### src/rtl/csdly_pkg.sv
`timescale 1ns/1ps
package csdly_pkg;

    localparam int PRE_W = 2;
    localparam int SCL_W = 4;

    typedef struct packed {
        logic [PRE_W-1:0] presc;
        logic [SCL_W-1:0] scale;
        logic             gap;
        logic             cont;
        logic             align;
    } dly_cfg_t;

    typedef enum logic [1:0] {
        MD_PROG,
        MD_ONE_SCK,
        MD_PROG_ALIGN
    } dly_mode_e;

    typedef enum logic [1:0] {
        ST_IDLE,
        ST_RUN,
        ST_WAIT
    } dly_state_e;

    // odd prescaler value 2*code+1
    function automatic logic [PRE_W:0] presc_value(input logic [PRE_W-1:0] code);
        return {code, 1'b1};
    endfunction

    // alignment and the fixed period only ever apply to the inter-frame gap
    function automatic dly_mode_e pick_mode(input dly_cfg_t c);
        if (!c.gap || !c.cont)
            return MD_PROG;
        else if (c.align)
            return MD_PROG_ALIGN;
        else
            return MD_ONE_SCK;
    endfunction

endpackage

### src/rtl/csdly_len.sv
`timescale 1ns/1ps
module csdly_len
    import csdly_pkg::*;
#(
    parameter int CNT_W   = 19,
    parameter int SCK_DIV = 4
) (
    input  dly_cfg_t         cfg,
    output logic [CNT_W-1:0] len,
    output dly_mode_e        mode
);

    localparam int PV_W = PRE_W + 1;
    localparam int SH_W = SCL_W + 1;

    logic [CNT_W-1:0] pv_ext;
    logic [SH_W-1:0]  shamt;
    logic [CNT_W-1:0] prog_len;

    always_comb begin
        pv_ext            = '0;
        pv_ext[PV_W-1:0]  = presc_value(cfg.presc);
        shamt             = {1'b0, cfg.scale} + SH_W'(1);
        prog_len          = pv_ext << shamt;
    end

    always_comb begin
        mode = pick_mode(cfg);
        if (mode == MD_ONE_SCK)
            len = CNT_W'(SCK_DIV);
        else
            len = prog_len;
    end

endmodule

### src/rtl/csdly_count.sv
`timescale 1ns/1ps
module csdly_count #(
    parameter int CNT_W = 19
) (
    input  logic             clk,
    input  logic             rst,
    input  logic             load,
    input  logic [CNT_W-1:0] load_val,
    input  logic             run,
    output logic             last
);

    logic [CNT_W-1:0] cnt;

    always_ff @(posedge clk) begin
        if (rst)
            cnt <= '0;
        else if (load)
            cnt <= load_val;
        else if (run && cnt != '0)
            cnt <= cnt - 1'b1;
    end

    assign last = (cnt == CNT_W'(1));

    AST_LOAD_NONZERO: assert property (@(posedge clk) disable iff (rst)
        load |-> load_val != '0) else $error("zero-length load");
    AST_NO_UNDERFLOW: assert property (@(posedge clk) disable iff (rst)
        run |-> cnt != '0) else $error("counter ran past zero");
    AST_LOAD_ONLY_IDLE: assert property (@(posedge clk) disable iff (rst)
        load |-> !run) else $error("reload during a running delay");

endmodule

### src/rtl/csdly_ctrl.sv
`timescale 1ns/1ps
module csdly_ctrl
    import csdly_pkg::*;
(
    input  logic      clk,
    input  logic      rst,
    input  logic      start,
    input  dly_mode_e mode_in,
    input  logic      last,
    input  logic      sck_edge,
    output logic      load,
    output logic      run,
    output logic      busy,
    output logic      done
);

    dly_state_e state;
    dly_mode_e  mode_q;
    logic       finish;

    assign load = start && (state == ST_IDLE);
    assign run  = (state == ST_RUN);
    assign busy = (state != ST_IDLE);

    always_comb begin
        finish = 1'b0;
        if (state == ST_RUN && last)
            finish = (mode_q != MD_PROG_ALIGN) || sck_edge;
        else if (state == ST_WAIT)
            finish = sck_edge;
    end

    always_ff @(posedge clk) begin
        if (rst) begin
            state  <= ST_IDLE;
            mode_q <= MD_PROG;
            done   <= 1'b0;
        end else begin
            done <= finish;
            case (state)
                ST_IDLE: if (start) begin
                    state  <= ST_RUN;
                    mode_q <= mode_in;
                end
                ST_RUN:  if (last) state <= finish ? ST_IDLE : ST_WAIT;
                ST_WAIT: if (sck_edge) state <= ST_IDLE;
                default: state <= ST_IDLE;
            endcase
        end
    end

    AST_DONE_PULSE: assert property (@(posedge clk) disable iff (rst)
        done |=> !done) else $error("done longer than one cycle");
    AST_DONE_NOT_BUSY: assert property (@(posedge clk) disable iff (rst)
        done |-> !busy) else $error("busy while done");
    AST_ALIGN_ON_EDGE: assert property (@(posedge clk) disable iff (rst)
        (done && mode_q == MD_PROG_ALIGN) |-> $past(sck_edge)) else $error("aligned done off edge");
    AST_WAIT_ALIGN_ONLY: assert property (@(posedge clk) disable iff (rst)
        (state == ST_WAIT) |-> (mode_q == MD_PROG_ALIGN)) else $error("edge wait outside align mode");
    AST_START_IGNORED: assert property (@(posedge clk) disable iff (rst)
        (busy && start) |=> $stable(mode_q)) else $error("mode changed by start while busy");

endmodule

### src/rtl/csdly_timer.sv
`timescale 1ns/1ps
module csdly_timer
    import csdly_pkg::*;
#(
    parameter int CNT_W   = 19,
    parameter int SCK_DIV = 4
) (
    input  logic             clk,
    input  logic             rst,
    input  logic             start,
    input  logic [PRE_W-1:0] presc_code,
    input  logic [SCL_W-1:0] scale_code,
    input  logic             gap_sel,
    input  logic             cont_clk,
    input  logic             edge_align,
    input  logic             sck_edge,
    output logic             busy,
    output logic             done
);

    dly_cfg_t         cfg;
    dly_mode_e        mode;
    logic [CNT_W-1:0] len;
    logic             load;
    logic             run;
    logic             last;

    always_comb begin
        cfg.presc = presc_code;
        cfg.scale = scale_code;
        cfg.gap   = gap_sel;
        cfg.cont  = cont_clk;
        cfg.align = edge_align;
    end

    csdly_len #(.CNT_W(CNT_W), .SCK_DIV(SCK_DIV)) u_len (
        .cfg  (cfg),
        .len  (len),
        .mode (mode)
    );

    csdly_count #(.CNT_W(CNT_W)) u_count (
        .clk      (clk),
        .rst      (rst),
        .load     (load),
        .load_val (len),
        .run      (run),
        .last     (last)
    );

    csdly_ctrl u_ctrl (
        .clk      (clk),
        .rst      (rst),
        .start    (start),
        .mode_in  (mode),
        .last     (last),
        .sck_edge (sck_edge),
        .load     (load),
        .run      (run),
        .busy     (busy),
        .done     (done)
    );

    AST_RESET_QUIET: assert property (@(posedge clk)
        rst |=> (!busy && !done)) else $error("outputs active after reset");

endmodule

### config.mk
export PLATFORM = sky130hd
export DESIGN_NAME = csdly_timer
export DESIGN_NICKNAME = d
export VERILOG_FILES = /design/src/rtl/csdly_pkg.sv /design/src/rtl/csdly_len.sv /design/src/rtl/csdly_count.sv /design/src/rtl/csdly_ctrl.sv /design/src/rtl/csdly_timer.sv
export SDC_FILE = /design/constraint.sdc
export NUM_CORES = 1
export LEC_CHECK = 0
export ABC_CLOCK_PERIOD_IN_PS = 3460
export BUFFER_PORTS_ARGS = -buffer_cell sky130_fd_sc_hd__buf_2
export CORE_MARGIN = 2
export CORE_UTILIZATION = 59
export CTS_CLUSTER_SIZE = 25
export DETAILED_ROUTE_END_ITERATION = 10
export PLACE_DENSITY = 0.79
export SLEW_MARGIN = 40
export SYNTH_ARGS = -nofsm -noshare
export SYNTH_HDL_FRONTEND = slang
export SYNTH_HIERARCHICAL = 1
export SYNTH_SLANG_ARGS = --single-unit
### constraint.sdc
create_clock -name clk -period 3.46 [get_ports clk]
set_input_delay 0.346 -clock clk [delete_from_list [all_inputs] [get_ports clk]]
set_output_delay 0.346 -clock clk [all_outputs]
set_load 0.02 [all_outputs]
==> results of run 1 <==
==> kinds of logic after synthesis <==
family | count (synthesis) | synth area share
AOI/OAI and AO/OA | 46 | 0.179
xor gates and xnor gates | 16 | 0.0841
adders and majority gates | 4 | 0.0285
buffers and inverters | 18 | 0.0477
DFF | 24 | 0.274
muxes | 5 | 0.0299
and+or+nand+nor | 111 | 0.357
==> final timing paths <==
check                                 startpoint                to  slack (ns)
worst max register to register    u_count/cnt[8]   u_count/cnt[16]        0.81
worst min-delay path                       start   u_ctrl/state[0]        0.30
worst max-delay path              u_count/cnt[8]   u_count/cnt[16]        0.81
worst min register to register  u_ctrl/mode_q[0]  u_ctrl/mode_q[0]        0.49
==> registers in the layout, summed over array words and instances (netlist names) <==
signal	cells
u_ctrl/state	2
u_count/cnt	19
u_ctrl/done	1
u_ctrl/mode_q	2
==> routing by layer <==
metal / share of wire / GRT usage / up-vias
li1: - / - / 852
met1: 0.46 / 0.362 / 749
met2: 0.46 / 0.398 / 70
met3: 0.062 / 0.0374 / 8
met4: 0.021 / 0.103 / 0
met5: 0 / 0 / -
==> cell type report <==
cell class                      instances  area (sq um)
Sequential cell                        24           480
Fill cell                             244           903
Tap cell                               31          38.8
Inverter                                6          22.5
Clock buffer                            3          22.5
Multi-Input combinational cell        182          1200
Clock inverter                          1          30.0
Timing Repair Buffer                   16          85.1
==> worst max-delay path: cells and delay by family (launching register included) <==
family / cells / cell delay [ns]
AOI/OAI and AO/OA: 1 / 0.26
DFF: 1 / 0.37
and+or+nand+nor: 4 / 1.95
==> power by group <==
part	internal (mW)	total, mW	switching, mW
clock	0.117	0.204	0.0865
sequential	0.299	0.324	0.0245
combinational	0.0944	0.236	0.142
total	0.511	0.764	0.253
==> cell usage in the layout (no fill, tap or decap), types with 2 or more instances in the layout <==
master | Yosys | routed
buf_2 | 1 | 14
nor2b_1 | 2 | 2
buf_4 | 0 | 2
o21bai_1 | 2 | 2
clkbuf_4 | 0 | 3
nand3_1 | 7 | 7
nand3b_1 | 3 | 3
or4_1 | 7 | 7
o211ai_1 | 2 | 2
inv_1 | 5 | 5
nor2_1 | 31 | 31
nand4_1 | 2 | 2
nand2_1 | 11 | 11
nor3_1 | 9 | 9
dfxtp_1 | 24 | 24
nand2b_1 | 8 | 8
a21boi_0 | 2 | 2
mux2i_1 | 3 | 3
nor4_1 | 10 | 10
a211oi_1 | 12 | 12
nor3b_1 | 2 | 2
xnor2_1 | 10 | 9
xor2_1 | 5 | 5
ha_1 | 4 | 4
a311oi_1 | 4 | 4
o21ai_0 | 5 | 5
nor4b_1 | 2 | 2
a21oi_1 | 10 | 10
or3_1 | 6 | 6
==> per-stage QoR <==
stage | hold WS [ns] | util | power (mW) | instances
3_3_place_gp | 0.458 | 0.654 | 0.552 | 259
5_1_grt | 0.302 | 0.675 | 0.813 | 263
3_5_place_dp | 0.473 | 0.654 | 0.561 | 259
2_1_floorplan | 0.419 | - | 0.510 | 224
6_report | 0.304 | 0.675 | 0.764 | 263
4_1_cts | 0.303 | 0.673 | 0.763 | 263
==> results by group, run 1 <==
GRT
  – Vias in the first global route: 1518
  – Tot GR Track Use: 0.258
  – First-pass GRT wire length: 6.93 mm
  – GR Overflow Total: 0
  – Antenna violations before repair: 0
  – Pin count of the biggest net entering global routing: 37

Synth
  – Netlist Area Pre-Place: 1760 sq um
  – Commonest cells post-synth: nor2_1, dfxtp_1, a211oi_1
  – Syn Nets: 241
  – Sequential area share after synthesis: 0.274
  – Leading register cell type out of synthesis: dfxtp_1
  – Post-synth EDFFs: 0
  – Synth area leader: dfxtp_1
  – Synth async-reset ratio: 0
  – Synth top area cells: dfxtp_1, nor2_1, a211oi_1, xnor2_1, nor4_1
  – Yosys reg bits: 24
  – Synth Instances: 224
  – Synth cell types: 54
  – Syn_area_per_cell: 7.84 sq um
  – Most common cell in the netlist: nor2_1
  – Synth Warn #: 6
  – Synth top area share: 0.274

Floorplanning
  – Die Span Y: 58.5 microns
  – Die ar.: 3430 sq um
  – Site row count: 19
  – Die X: 58.5 microns
  – Core area: 2780 sq um
  – Initial Util: 0.631
  – I/O pin count: 15

Setup path
  – CP startpoint kind: register
  – CP peak stage delay: 0.67 ns
  – Critical-path cell list: or4_1, or4_4, or3_1, or3_1, a311oi_1
  – R2R depth: 5
  – Most frequent CP cell: or3_1
  – Worst Path Max Fanout: 7
  – Crit path DAT: 2.89 ns
  – Kind of critical path: register to register
  – Crit end category: register
  – WP data required: 3.70 ns
  – Slowest-stage cell, CP: or4_1

Timing
  – Max transition margin: 0.485
  – Post-route setup slack: 0.814 ns
  – Fin. max-slew vios: 0
  – Skew final: 0.0119 ns
  – RSZ-0062 raised after global routing: no
  – Hold Fails Final Rpt: 0
  – Max Clock Freq: 378 MHz
  – Post-Route Setup TNS: 0 ns
  – Worst-Margin Slew: 0.765 ns
  – Final setup violation count: 0
  – Period utilisation layout: 0.765
  – Period minus WS final: 2.65 ns

Drt
  – WL per Instance: 15.2 microns
  – Iteration-0 DRC Markers: 126
  – DRC viols: 0
  – DRT Wirelength: 4.01 mm
  – Post-route ant nets: 0
  – Vias per inst: 6.38
  – Via count: 1679
  – Pre-antenna DRT Iters: 5

Pwr
  – P_leak: 0.684 nW
  – Pwr Density: 407 nW/um^2
  – Max IR drop VDD: 0.337 mV

Clocking
  – Max clock buf depth: 2
  – Hold_buf cts: 0
  – H-tree level count: 1
  – Clock Sinks: 24
  – CTS resizes: 0
  – Root Buffer Master: clkbuf_4
  – CTS tree: built
  – Setup bufs post-CTS: 0
  – Worst-Skew Late Latency: 0.32 ns
  – TritonCTS buffer count: 3
  – Clock transition at path regs: 0.14 ns

Finish
  – Share of post-route cells with drive strength above 1: 0.129
  – Final Cell Area: 1880 sq um
  – Nets: 250
  – Layout area overhead: 6.98%
  – Ant diodes: 0

Min path
  – Hold path depth: 3
  – Hold Crit Class: primary input to register

Place
  – Final HPWL DP: 3.02 mm
  – IO buf count: 14
  – Placed inst area: 1820 sq um
  – RD Place Congestion: 0.907
  – Setup WS pre-CTS: 0.835 ns

Run
  – Max_cap viols: 0

Run status
  – Status: finished clean
(Power assumes the default switching activity.)
==> inputs of run 2 (changes only) <==
--- a/config.mk
+++ b/config.mk
@@ -5,7 +5,7 @@
 export SDC_FILE = /design/constraint.sdc
 export NUM_CORES = 1
 export LEC_CHECK = 0
-export ABC_CLOCK_PERIOD_IN_PS = 3460
+export ABC_CLOCK_PERIOD_IN_PS = 2500
 export BUFFER_PORTS_ARGS = -buffer_cell sky130_fd_sc_hd__buf_2
 export CORE_MARGIN = 2
 export CORE_UTILIZATION = 59
==> constraint.sdc (replaced) <==
create_clock -name clk -period 2.5 [get_ports clk]
set_input_delay 0.25 -clock clk [delete_from_list [all_inputs] [get_ports clk]]
set_output_delay 0.25 -clock clk [all_outputs]
set_load 0.02 [all_outputs]
==> results by group, run 2 (synthesis gave the netlist of run 1 again) <==
Drt
  – WL per Instance: 16.0 microns (+5.0%)
  – DR top layer: met4
  – Pre-antenna DRT Iters: 4 (-1)
  – Wl on met1: 1.96 mm (+6.7%)
  – Vias per inst: 6.38 (about the same)
  – WL met2: 2.15 mm (+17%)
  – Met3 wire len: 166 microns (-33%)
  – Iteration-0 DRC Markers: 155 (+23%)
  – Via count: 1730 (+3.0%)
  – DRC viols: 0 (unchanged)
  – Post-route ant nets: 0 (unchanged)
  – DRT Wirelength: 4.33 mm (+8.2%)

Clocking
  – Clock Sinks: 24 (unchanged)
  – Root Buffer Master: clkbuf_4
  – Worst-Skew Late Latency: 0.32 ns (about the same)
  – Max clock buf depth: 2 (unchanged)
  – H-tree level count: 1 (unchanged)
  – TritonCTS buffer count: 3 (unchanged)
  – CTS tree: built
  – Hold_buf cts: 0 (unchanged)
  – Clock transition at path regs: 0.14 ns (about the same)

Floorplanning
  – Site row count: 19 (unchanged)
  – Die ar.: 3430 sq um (unchanged)
  – Die X: 58.5 microns (unchanged)
  – Initial Util: 0.631 (unchanged)
  – Core area: 2780 sq um (unchanged)
  – I/O pin count: 15 (unchanged)
  – Die Span Y: 58.5 microns (unchanged)

Setup path
  – CP peak stage delay: 0.58 ns (-0.09 ns)
  – WP data required: 2.75 ns (-0.95 ns)
  – Most frequent CP cell: or4_4
  – Kind of critical path: register to register
  – Crit end category: register
  – Slowest-stage cell, CP: or4_4
  – CP startpoint kind: register
  – Worst Path Max Fanout: 6 (-1)
  – Critical-path cell list: or4_4, or4_4, or3_4, or3_1, a311oi_1
  – Crit path DAT: 2.71 ns (-0.18 ns)

Timing
  – Max transition margin: 0.552 (+0.0665)
  – Final setup violation count: 0 (unchanged)
  – Post-route setup slack: 0.0444 ns (-0.770 ns)
  – Max Clock Freq: 407 MHz (+7.7%)
  – Period utilisation layout: 0.982 (+0.218)
  – RSZ-0062 raised after global routing: yes
  – Fin. max-slew vios: 0 (unchanged)
  – Skew final: 0.0122 ns (+0.000337 ns)
  – Post-Route Setup TNS: 0 ns (unchanged)
  – Worst-Margin Slew: 0.666 ns (-0.0988 ns)
  – Period minus WS final: 2.46 ns (-0.190 ns)
  – Hold Fails Final Rpt: 0 (unchanged)

Pwr
  – Combinational fraction of design power: 0.360 (+0.051)
  – Net switching power: 366 uW (+45%)
  – Internal power: 662 uW (+30%)
  – Sw Share: 0.356 (+0.0247)
  – Sequential power share: 0.435 (+0.011)
  – Max IR drop VDD: 0.392 mV (+16%)
  – P_leak: 0.715 nW (+4.6%)
  – Clock power frac: 0.205 (-0.062)
  – Pwr Density: 533 nW/um^2 (+31%)

GRT
  – GR Overflow Total: 0 (unchanged)
  – First-pass GRT wire length: 6.95 mm (+0.20%)
  – Antenna violations before repair: 0 (unchanged)
  – Vias in the first global route: 1628 (+7.2%)
  – Tot GR Track Use: 0.261 (+0.00256)
  – Pin count of the biggest net entering global routing: 34 (-8.1%)

Finish
  – Nets: 258 (+3.2%)
  – Commonest non-fill, non-tap cells in the layout: nor2_1, dfxtp_1, buf_2
  – Top reg by flops: u_count/cnt
  – Util after Layout: 0.694 (+0.0184)
  – Commonest non-fill, non-tap cell in the layout: nor2_1
  – Ant diodes: 0 (unchanged)
  – Max FFs per register: 19 (unchanged)
  – Share of post-route cells with drive strength above 1: 0.175 (+0.0457)
  – Layout area overhead: 9.91%
  – Layout Cells excl Fill: 271 (+3.0%)
  – Top flop regs: u_count/cnt: 19 flops, u_ctrl/mode_q: 2 flops, u_ctrl/state: 2 flops

Min path
  – Hold Crit Class: primary input to register

Place
  – Cells after DPL: 265 (+2.3%)
  – RD Place Congestion: 0.959 (+5.7%)
  – Final HPWL DP: 3.18 mm (+5.3%)
  – Setup WS pre-CTS: 0.0771 ns (-0.758 ns)
  – IO buf count: 14 (unchanged)

Run status
  – Status: finished clean

Run
  – Max_cap viols: 0 (unchanged)
run 2: changes by cell type in the layout (fill, tap and decap cells not counted):
| cell | previous run | this run |
|---|---|---|
| bufinv_16 | 1 | 0 |
| buf_4 | 2 | 10 |
| or3_4 | 0 | 1 |
| clkbuf_8 | 0 | 1 |
| xnor2_1 | 9 | 10 |
| or4_4 | 1 | 3 |
| dfxtp_2 | 0 | 2 |
| or4_1 | 7 | 5 |
| xnor2_2 | 1 | 0 |
| dfxtp_1 | 24 | 22 |
| or3_1 | 6 | 5 |
run 2: layer usage:
layer  vias up  GRT usage
li1        868          -
met1       812      0.336
met2        44      0.441
met3         6     0.0418
met4         0     0.0897
met5         -          0
run 2: power by group through the flow:
| stage | clock network, mW | registers [mW] | logic (mW) |
|---|---|---|---|
| after global routing | 0.228 | 0.451 | 0.406 |
| after detailed placement | 0 | 0.453 | 0.348 |
| after global placement | 0 | 0.449 | 0.337 |
| final | 0.210 | 0.447 | 0.371 |
| after CTS | 0.216 | 0.444 | 0.351 |
| after floorplan | 0 | 0.448 | 0.262 |
run 2: layout make-up:
type	instances	area (sq um)
inverters	6	22.5
fillers	230	852
clock buffers	4	36.3
multi-input cells	182	1200
well taps	31	38.8
flip-flops and latches	24	483
repair buffers	24	145
run 2: what timing repair did:
| action | 4_1_cts | 5_1_grt |
|---|---|---|
| buffers inserted | 0 | 2 |
| endpoints found under the setup margin | 0 | 2 |
| gates resized for setup | 0 | 5 |
run 2: worst paths after layout:
path,to,cells after the start,slack (ns),start
hold / removal,u_ctrl/state[0],3,0.20,start
setup / recovery,u_count/cnt[16],5,0.04,u_count/cnt[11]
setup reg to reg,u_count/cnt[16],5,0.04,u_count/cnt[11]
hold reg to reg,u_ctrl/mode_q[0],2,0.49,u_ctrl/mode_q[0]
run 2: metrics by stage:
step | hold slack (ns) | area, sq um | power, mW
global placement | 0.461 | 1860 | 0.786
CTS | 0.186 | 1900 | 1.01
finish | 0.201 | 1930 | 1.03
floorplan | 0.323 | 1760 | 0.710
global route | 0.187 | 1930 | 1.09
detailed placement | 0.478 | 1860 | 0.801
run 2: worst max-delay path, delay by kind of cell, from the launching register on:
kind	cells	cell delay, ns
flops	1	0.35
compound gates	1	0.24
simple gates	4	1.80
